`src/rtl/gpio_pkg.sv`:
```
`timescale 1ns/1ps
package gpio_pkg;

    localparam int unsigned BANK_W   = 32;
    localparam int unsigned FN_COUNT = 7;

    // Feature index; order sets the address layout
    typedef enum logic [2:0] {
        FN_LEVEL = 3'd0,
        FN_DIR   = 3'd1,
        FN_SET   = 3'd2,
        FN_CLR   = 3'd3,
        FN_RISE  = 3'd4,
        FN_FALL  = 3'd5,
        FN_STAT  = 3'd6
    } gpio_fn_e;

    typedef struct packed {
        logic [BANK_W-1:0] dir;
        logic [BANK_W-1:0] out;
        logic [BANK_W-1:0] rise_en;
        logic [BANK_W-1:0] fall_en;
        logic [BANK_W-1:0] stat;
        logic [BANK_W-1:0] prev;
    } gpio_bank_regs_t;

endpackage

```
`src/rtl/gpio_sync.sv`:
```
`timescale 1ns/1ps
module gpio_sync #(
    parameter int unsigned WIDTH = 64
) (
    input  logic             clk,
    input  logic             rst_n,
    input  logic [WIDTH-1:0] async_i,
    output logic [WIDTH-1:0] sync_o
);

    typedef struct packed {
        logic [WIDTH-1:0] meta;
        logic [WIDTH-1:0] stable;
    } sync_regs_t;

    sync_regs_t r_d, r_q;

    always_comb begin
        r_d        = r_q;
        r_d.meta   = async_i;
        r_d.stable = r_q.meta;
    end

    always_ff @(posedge clk or negedge rst_n) begin
        if (!rst_n) r_q <= '0;
        else        r_q <= r_d;
    end

    assign sync_o = r_q.stable;

endmodule

```
`src/rtl/gpio_decode.sv`:
```
`timescale 1ns/1ps
module gpio_decode
    import gpio_pkg::*;
#(
    parameter int unsigned WORDS      = 2,
    parameter int unsigned ADDR_W     = 6,
    parameter int unsigned BANK_IDX_W = 1
) (
    input  logic [ADDR_W-1:0]     addr_i,
    output logic                  hit_o,
    output gpio_fn_e              fn_o,
    output logic [BANK_IDX_W-1:0] bank_o
);

    localparam int unsigned MAP_WORDS = FN_COUNT * WORDS;

    int unsigned word;

    always_comb begin
        word   = 32'(addr_i) >> 2;
        hit_o  = (word < MAP_WORDS);
        fn_o   = hit_o ? gpio_fn_e'(3'(word / WORDS)) : FN_LEVEL;
        bank_o = BANK_IDX_W'(word % WORDS);
    end

endmodule

```
`src/rtl/gpio_bank.sv`:
```
`timescale 1ns/1ps
module gpio_bank
    import gpio_pkg::*;
(
    input  logic              clk,
    input  logic              rst_n,
    input  logic [BANK_W-1:0] lvl_i,
    input  logic              wr_en_i,
    input  gpio_fn_e          wr_fn_i,
    input  logic [BANK_W-1:0] wdata_i,
    output logic [BANK_W-1:0] dir_o,
    output logic [BANK_W-1:0] out_o,
    output logic [BANK_W-1:0] rise_o,
    output logic [BANK_W-1:0] fall_o,
    output logic [BANK_W-1:0] stat_o,
    output logic              irq_o
);

    gpio_bank_regs_t   r_d, r_q;
    logic [BANK_W-1:0] edge_up, edge_dn, caught;

    always_comb begin
        r_d     = r_q;
        edge_up = lvl_i & ~r_q.prev;
        edge_dn = ~lvl_i & r_q.prev;
        caught  = (edge_up & r_q.rise_en) | (edge_dn & r_q.fall_en);
        r_d.prev = lvl_i;
        if (wr_en_i) begin
            unique case (wr_fn_i)
                FN_DIR:  r_d.dir     = wdata_i;
                FN_SET:  r_d.out     = r_q.out | wdata_i;
                FN_CLR:  r_d.out     = r_q.out & ~wdata_i;
                FN_RISE: r_d.rise_en = wdata_i;
                FN_FALL: r_d.fall_en = wdata_i;
                FN_STAT: r_d.stat    = r_q.stat & ~wdata_i;
                default: ;
            endcase
        end
        // a fresh edge wins over a clear on the same cycle
        r_d.stat = r_d.stat | caught;
    end

    always_ff @(posedge clk or negedge rst_n) begin
        if (!rst_n) r_q <= '0;
        else        r_q <= r_d;
    end

    assign dir_o  = r_q.dir;
    assign out_o  = r_q.out;
    assign rise_o = r_q.rise_en;
    assign fall_o = r_q.fall_en;
    assign stat_o = r_q.stat;
    assign irq_o  = |r_q.stat;

endmodule

```
`src/rtl/banked_gpio_ctrl.sv`:
```
`timescale 1ns/1ps
module banked_gpio_ctrl
    import gpio_pkg::*;
#(
    parameter  int unsigned PIN_COUNT = 64,
    localparam int unsigned WORDS     = PIN_COUNT / BANK_W,
    localparam int unsigned ADDR_W    = $clog2(FN_COUNT * WORDS * 4)
) (
    input  logic                 clk,
    input  logic                 rst_n,
    input  logic [ADDR_W-1:0]    bus_addr,
    input  logic                 bus_wen,
    input  logic [BANK_W-1:0]    bus_wdata,
    output logic [BANK_W-1:0]    bus_rdata,
    input  logic [PIN_COUNT-1:0] pin_in,
    output logic [PIN_COUNT-1:0] pin_out,
    output logic [PIN_COUNT-1:0] pin_oe,
    output logic                 irq
);

    localparam int unsigned BANK_IDX_W = (WORDS > 1) ? $clog2(WORDS) : 1;

    logic [PIN_COUNT-1:0]  pin_sync;
    logic                  dec_hit;
    gpio_fn_e              dec_fn;
    logic [BANK_IDX_W-1:0] dec_bank;
    logic                  wr_hit;
    logic [WORDS-1:0]      bank_irq;

    logic [BANK_W-1:0] lvl_w  [WORDS];
    logic [BANK_W-1:0] dir_w  [WORDS];
    logic [BANK_W-1:0] out_w  [WORDS];
    logic [BANK_W-1:0] rise_w [WORDS];
    logic [BANK_W-1:0] fall_w [WORDS];
    logic [BANK_W-1:0] stat_w [WORDS];

    gpio_sync #(.WIDTH(PIN_COUNT)) u_sync (
        .clk     (clk),
        .rst_n   (rst_n),
        .async_i (pin_in),
        .sync_o  (pin_sync)
    );

    gpio_decode #(
        .WORDS      (WORDS),
        .ADDR_W     (ADDR_W),
        .BANK_IDX_W (BANK_IDX_W)
    ) u_dec (
        .addr_i (bus_addr),
        .hit_o  (dec_hit),
        .fn_o   (dec_fn),
        .bank_o (dec_bank)
    );

    assign wr_hit = bus_wen && dec_hit && (dec_fn != FN_LEVEL);

    for (genvar b = 0; b < WORDS; b++) begin : g_bank
        assign lvl_w[b] = pin_sync[b*BANK_W +: BANK_W];

        gpio_bank u_bank (
            .clk     (clk),
            .rst_n   (rst_n),
            .lvl_i   (lvl_w[b]),
            .wr_en_i (wr_hit && (dec_bank == BANK_IDX_W'(b))),
            .wr_fn_i (dec_fn),
            .wdata_i (bus_wdata),
            .dir_o   (dir_w[b]),
            .out_o   (out_w[b]),
            .rise_o  (rise_w[b]),
            .fall_o  (fall_w[b]),
            .stat_o  (stat_w[b]),
            .irq_o   (bank_irq[b])
        );

        assign pin_out[b*BANK_W +: BANK_W] = out_w[b];
        assign pin_oe[b*BANK_W +: BANK_W]  = dir_w[b];
    end

    assign irq = |bank_irq;

    always_comb begin
        bus_rdata = '0;
        if (dec_hit) begin
            unique case (dec_fn)
                FN_LEVEL: bus_rdata = lvl_w[dec_bank];
                FN_DIR:   bus_rdata = dir_w[dec_bank];
                FN_RISE:  bus_rdata = rise_w[dec_bank];
                FN_FALL:  bus_rdata = fall_w[dec_bank];
                FN_STAT:  bus_rdata = stat_w[dec_bank];
                default:  bus_rdata = '0;
            endcase
        end
    end

endmodule

```
`config.mk`:
```
export PLATFORM = sky130hd
export DESIGN_NAME = banked_gpio_ctrl
export DESIGN_NICKNAME = d
export VERILOG_FILES = /design/src/rtl/gpio_pkg.sv /design/src/rtl/gpio_sync.sv /design/src/rtl/gpio_decode.sv /design/src/rtl/gpio_bank.sv /design/src/rtl/banked_gpio_ctrl.sv
export SDC_FILE = /design/constraint.sdc
export NUM_CORES = 1
export LEC_CHECK = 0
export CORE_MARGIN = 1.5
export CORE_UTILIZATION = 30
export CTS_CLUSTER_DIAMETER = 30
export DETAILED_ROUTE_END_ITERATION = 10
export DONT_BUFFER_PORTS = 1
export HOLD_SLACK_MARGIN = 0.06
export PLACE_DENSITY = 0.44
export SKIP_LAST_GASP = 1
export SLEW_MARGIN = 10
export SYNTH_ARGS = -nofsm -noshare
export SYNTH_HDL_FRONTEND = slang
export SYNTH_SLANG_ARGS = --single-unit
```
`constraint.sdc`:
```
create_clock -name clk -period 2.85 [get_ports clk]
set_input_delay 0.285 -clock clk [delete_from_list [all_inputs] [get_ports clk]]
set_output_delay 0.285 -clock clk [all_outputs]
set_load 0.01 [all_outputs]
```
==> impl_metrics.tcl, run 1 <==
set metrics [dict create \
    cts_tree "yes" \
    fin_hold_ws_ns -0.6951 \
    rsz0062_at_grt "no" \
    p_seq_frac 0.352 \
    ant_nets 0 \
    gp_congestion 0.7863 \
    hpwl_um 40200 \
    synth_ff_type "dfrtp_1" \
    wirelength_um 68500 \
    drc 0 \
    cts-root-buf "clkbuf_16" \
    netSwitchingPower_w 0.006881 \
    rows 99 \
    internal_power_w 0.02028 \
    criticalPathCategory "reg2out" \
    leakage_nw 12.43 \
    port_buffers 0 \
    tns_ns 0 \
    setup_slack_ns 0.1309 \
    synth_top_area_frac 0.5795 \
    syn_avg_cell_area_um2 12.23 \
    die_area_mm2 0.07534 \
    fillerInstances 6962 \
    dieWidth_um 274.5 \
    grt_pass1_vias 15750 \
    area_growth_pct 26.93 \
    syn_inst 1808 \
    slew_violations 321 \
    clk_path_buf_depth 3 \
    drtIter0Drc 865 \
    yosysWarnings 0 \
    vias 14540 \
    synth-seq-area-share 0.5795 \
    yosys.area.top_type "dfrtp_1" \
    insertion_delay_ns 0.70 \
    power.share.clock 0.571 \
    antenna_found_initial 4 \
    worst_pin_slew_ns 2.659 \
    htreeDepth 4 \
    maxCapViolations 0 \
    grt_overflow 0 \
    crit_arrival_ns 2.43 \
    cp_max_fo 3 \
    power_per_cell_area_mw_per_mm2 968.0 \
    cts_sinks 512 \
    hp-class "in2async" \
    failed_checks "hold timing, slew limit" \
    fmax_mhz 367.8 \
    skew_ns 0.02431 \
    maxSlewHeadroom -0.7727 \
    layout.nets 1968 \
    grt_pass1_wl_um 102200 \
    switching_share 0.2533 \
    ys_async_sr_fraction 1.000 \
    yosys_register_bits 512 \
    fin_crit_sh 0.9541 \
    yosys.cell_count.top_type "dfrtp_1" \
    hold_viol 512 \
    synthTopCellsByCount "dfrtp_1, mux2i_1, buf_4" \
    grt_start_max_net_pins 513 \
    dpl_worst_slack_ns 0.4184 \
    first_pass_iters 5 \
    wl_per_cell_um 23.36 \
    start_util 0.3030 \
    synth_area_leaders "dfrtp_1, mux2i_1, mux2_2" \
    status "complete, but fails checks" \
    core_mm2 0.07296 \
    irDropWorstVdd_mv 0.5087 \
    syn_area_mm2 0.02211 \
    critPathCaptureType "primary output" \
    syn_nets 1913 \
    required_ns 2.57 \
    min_period_ns 2.719 \
    cts_hold_buf 109 \
    cts_buffers 138 \
    antenna_cells 0 \
    power_frac_comb 0.077 \
    synth-edff-count 0 \
    drive_gt1_frac 0.2016 \
    yosysUniqueCellTypes 32 \
    startpoint_type "flop" \
    fp.dieH_um 274.5 \
    setup_viol 0 \
    io_pins 266 \
    clk_pin_slew_ns 0.04 \
    viasPerCell 4.956 \
    grt_use_total 0.1838 \
]
-- logic make-up after synthesis --
logic type / synth area share
AOI/OAI and AO/OA: 0.1097
buffers and inverters: 0.08749
DFF: 0.5795
muxes: 0.1666
and+or+nand+nor: 0.05676
-- repair_timing --
action | CTS | global route
buffers inserted | 2 | 0
gates resized for setup | 5 | 4
endpoints found under the setup margin | 1 | 1
hold endpoints to repair | 896 | 512
pin swaps | 3 | 1
-- area by class of cell --
class	instances	area [µm²]	area share
clock inverter	70	839.6	0.02992
sequential	512	12810	0.4565
multi-input combinational	966	7476	0.2664
clock buffer	181	3909	0.1393
inverter	97	364.1	0.01297
timing repair buffer	148	1464	0.05216
tap	959	1200	0.04276
-- metrics by stage --
step                  util  hold WS, ns  cell area [µm²]  instances  total power [W]
detailed placement  0.3034    -0.001411            22130       2571          0.01151
global route        0.3847      -0.7315            28060       2933          0.02834
CTS                 0.3843      -0.7503            28040       2933          0.02752
finish              0.3847      -0.6951            28060       2933          0.02717
floorplan                -     -0.01059            22110       1808          0.01140
global placement    0.3034    0.0001701            22130       2571          0.01145
-- cells in the final DEF (no fill, tap or decap), types with 5 or more instances in the layout --
cell type / count
a21oi_1: 32
o21ai_0: 67
clkbuf_1: 17
clkinv_4: 5
o211ai_1: 61
nor4_1: 10
mux2_2: 101
clkinv_2: 31
o31ai_1: 64
o31a_1: 32
dlygate4sd3_1: 108
mux2_1: 27
buf_12: 5
o22ai_1: 64
o21ai_1: 61
inv_6: 8
clkinvlp_4: 8
nand3b_1: 68
dfrtp_1: 512
nand2_1: 125
buf_4: 34
bufinv_16: 13
inv_1: 97
clkbuf_16: 141
clkbuf_8: 23
mux2i_1: 224
-- per-layer routing --
layer	GRT usage	up-vias	wire, µm
met5	0	-	23
met4	0.06405	4	1544
met2	0.2804	445	31230
met1	0.2471	7450	31330
li1	-	6507	-
met3	0.05456	130	4374
-- path summary, 6_finish.rpt --
| check | startpoint | endpoint | slack (ns) | cells after the start |
|---|---|---|---|---|
| setup / recovery | g_bank[1].u_bank.stat_o[7]$_DFF_PN0_ | irq | 0.13 | 4 |
| hold / removal | rst_n | asynchronous set/reset pin | -0.70 | 0 |
| setup reg to reg | flop | flop | 1.59 | 3 |
| hold reg to reg | u_sync.r_d[23]$_DFF_PN0_ | u_sync.sync_o[23]$_DFF_PN0_ | 0.34 | 0 |
| max in group asynchronous | rst_n | g_bank[0].u_bank.r_q[1]$_DFF_PN0_ | 1.45 | 0 |
| min in group clk | pin_in[26] | u_sync.r_d[26]$_DFF_PN0_ | 0.14 | 1 |
-- worst max-delay path, cell delays in order (launching register included) --
cell,delay (ns)
dfrtp_1,0.43
nor4_2,0.44
buf_4,0.18
nand4_1,0.07
or4_4,0.62
-- power groups by stage --
stage,combinational [W],clock (W),sequential (W)
floorplan,0.00237,0,0.00902
global placement,0.00181,0,0.00964
detailed placement,0.00185,0,0.00966
CTS,0.00211,0.0158,0.00957
global route,0.00233,0.0163,0.00973
finish,0.00209,0.0155,0.00957
No activity file was read; power rests on OpenSTA's default activity.
==> run 2: changes to the inputs <==
- CORE_MARGIN: 1.5 -> 10
==> run 2 against run 1 <==
Effect of this change:
- the flow still finishes with violations (hold timing, slew limit)
- highest routed layer is now met4
- design area grew 0.54%
- largest cell class unchanged
- global-route usage shrank 1.9 points
- non-clock buffer count shrank 2
- hold slack lost 0.011 ns
- critical path depth grew 4
- clock skew grew 0.0039 ns
==> impl_metrics.tcl, run 2 (synthesis results as in run 1) <==
set metrics [dict create \
    cts_sinks 512 \
    power_per_cell_area_mw_per_mm2 978.1 \
    required_ns 3.44 \
    multi_input_area_mm2 0.007448 \
    slew_violations 157 \
    min_period_ns 2.742 \
    cp.depth 8 \
    fp.dieH_um 291.5 \
    area_growth_pct 27.62 \
    cpMaxStageDelayCell "dlygate4sd3_1" \
    cp_max_fo 12 \
    critPathCaptureType "flop" \
    dpl_worst_slack_ns 0.4414 \
    max_stage_delay_ns 0.59 \
    wl_per_cell_um 24.05 \
    mostFrequentLayoutCells "dfrtp_1, mux2i_1, clkbuf_16, nand2_1, dlygate4sd3_1" \
    setup.worst_path.start "bus_addr[5]" \
    vias 14630 \
    hold_viol 512 \
    rsz0062_at_grt "no" \
    irDropWorstVdd_mv 0.4885 \
    post_cts_buffers 0 \
    setup_viol 0 \
    rows 99 \
    cts-root-buf "clkbuf_16" \
    htreeDepth 4 \
    hpwl_um 42480 \
    crit_arrival_ns 3.34 \
    fillerInstances 6939 \
    cts_tree "yes" \
    grt_pass1_wl_um 105900 \
    viasPerCell 4.990 \
    dieWidth_um 291.5 \
    clk_path_buf_depth 3 \
    wirelength_um 70530 \
    leakage_nw 12.43 \
    grt_overflow 0 \
    first_pass_iters 5 \
    skew_ns 0.02818 \
    reg2reg_depth 3 \
    drc 0 \
    crit_top_cell "dlygate4sd3_1" \
    register_area_mm2 0.01281 \
    fin_hold_ws_ns -0.7063 \
    die_area_mm2 0.08496 \
    worst_pin_slew_ns 1.800 \
    grt_pass1_vias 15800 \
    maxSlewHeadroom -0.1998 \
    grt_start_max_net_pins 513 \
    failed_checks "hold timing, slew limit" \
    maxCapViolations 0 \
    insertion_delay_ns 0.72 \
    io_pins 266 \
    cp_top_family "buffers and inverters" \
    final_common_cell "dfrtp_1" \
    antenna_found_initial 2 \
    gp_congestion 0.7491 \
    startpoint_type "primary input" \
    layout.nets 1965 \
    core_mm2 0.07296 \
    drtIter0Drc 970 \
    drive_gt1_frac 0.1998 \
    fin_crit_sh 0.9620 \
    criticalPathCategory "in2reg" \
    fmax_mhz 364.8 \
    cts_buffers 137 \
    start_util 0.3030 \
    setup_slack_ns 0.1084 \
    crit_chain "dlygate4sd3_1 > nor4bb_4 > dlygate4sd3_1 > buf_4 > nand2_1 > dlygate4sd3_1 > mux2i_1 > dlygate4sd3_1" \
    port_buffers 0 \
    grt_use_total 0.1644 \
    tns_ns 0 \
    hp-class "in2async" \
    cp.buffers_inverters 5 \
    cts_hold_buf 112 \
    rrSetupSlack_ns 1.60 \
    clk_pin_slew_ns 0.05 \
    status "complete, but fails checks" \
    ant_nets 0 \
]
## run 2: how the worst min path moves through the flow
stage                     start                     endpoint  cells past startpoint
after floorplan           rst_n   asynchronous set/reset pin                      0
after global placement    rst_n   asynchronous set/reset pin                      0
after detailed placement  rst_n  u_sync.sync_o[40]$_DFF_PN0_                      0
after CTS                 rst_n   asynchronous set/reset pin                      0
after global routing      rst_n   asynchronous set/reset pin                      0
final                     rst_n   asynchronous set/reset pin                      0
## run 2: final cells by class
type	count	share of cell area
tap	959	0.04253
inverter	97	0.01290
sequential	512	0.4541
multi-input combinational	966	0.2640
timing repair buffer	146	0.05264
clock inverter	85	0.04275
clock buffer	166	0.1310
antenna	1	0.00008869
## run 2: metal layers
layer | share of wire | track usage | routed length, µm | vias up
li1 | - | - | - | 6469
met1 | 0.45 | 0.2168 | 31700 | 7561
met2 | 0.46 | 0.2505 | 32310 | 481
met3 | 0.069 | 0.05064 | 4848 | 121
met4 | 0.024 | 0.05955 | 1669 | 0
met5 | 0 | 0 | 0 | -
## run 2: worst reg2reg max path: stages (launching register included)
cell and delay, ns:
dfrtp_1 0.42, inv_1 0.08, mux2i_1 0.06, dlygate4sd3_1 0.57
## run 2: per-stage QoR
step                hold slack, ns  power, W  area (µm²)  instances    util
CTS                        -0.7669   0.02798       28210       2931  0.3867
global placement          0.006568   0.01151       22140       2568  0.3034
detailed placement        0.009305   0.01158       22140       2568  0.3034
finish                     -0.7063   0.02760       28220       2932  0.3867
global route               -0.7466   0.02880       28210       2931  0.3867
floorplan                 -0.01059   0.01140       22110       1808       -
## run 2: report_power, final
group	total (W)	internal, W	switching (W)
sequential	0.00960	0.00839	0.00121
combinational	0.00207	0.00109	0.000983
clock	0.0159	0.0109	0.00505
total	0.0276	0.0204	0.00724
## run 2: what timing repair did
action | CTS | global route
resized for setup | 6 | 0
endpoints found under the setup margin | 1 | 0
endpoints found under the hold margin | 896 | 512
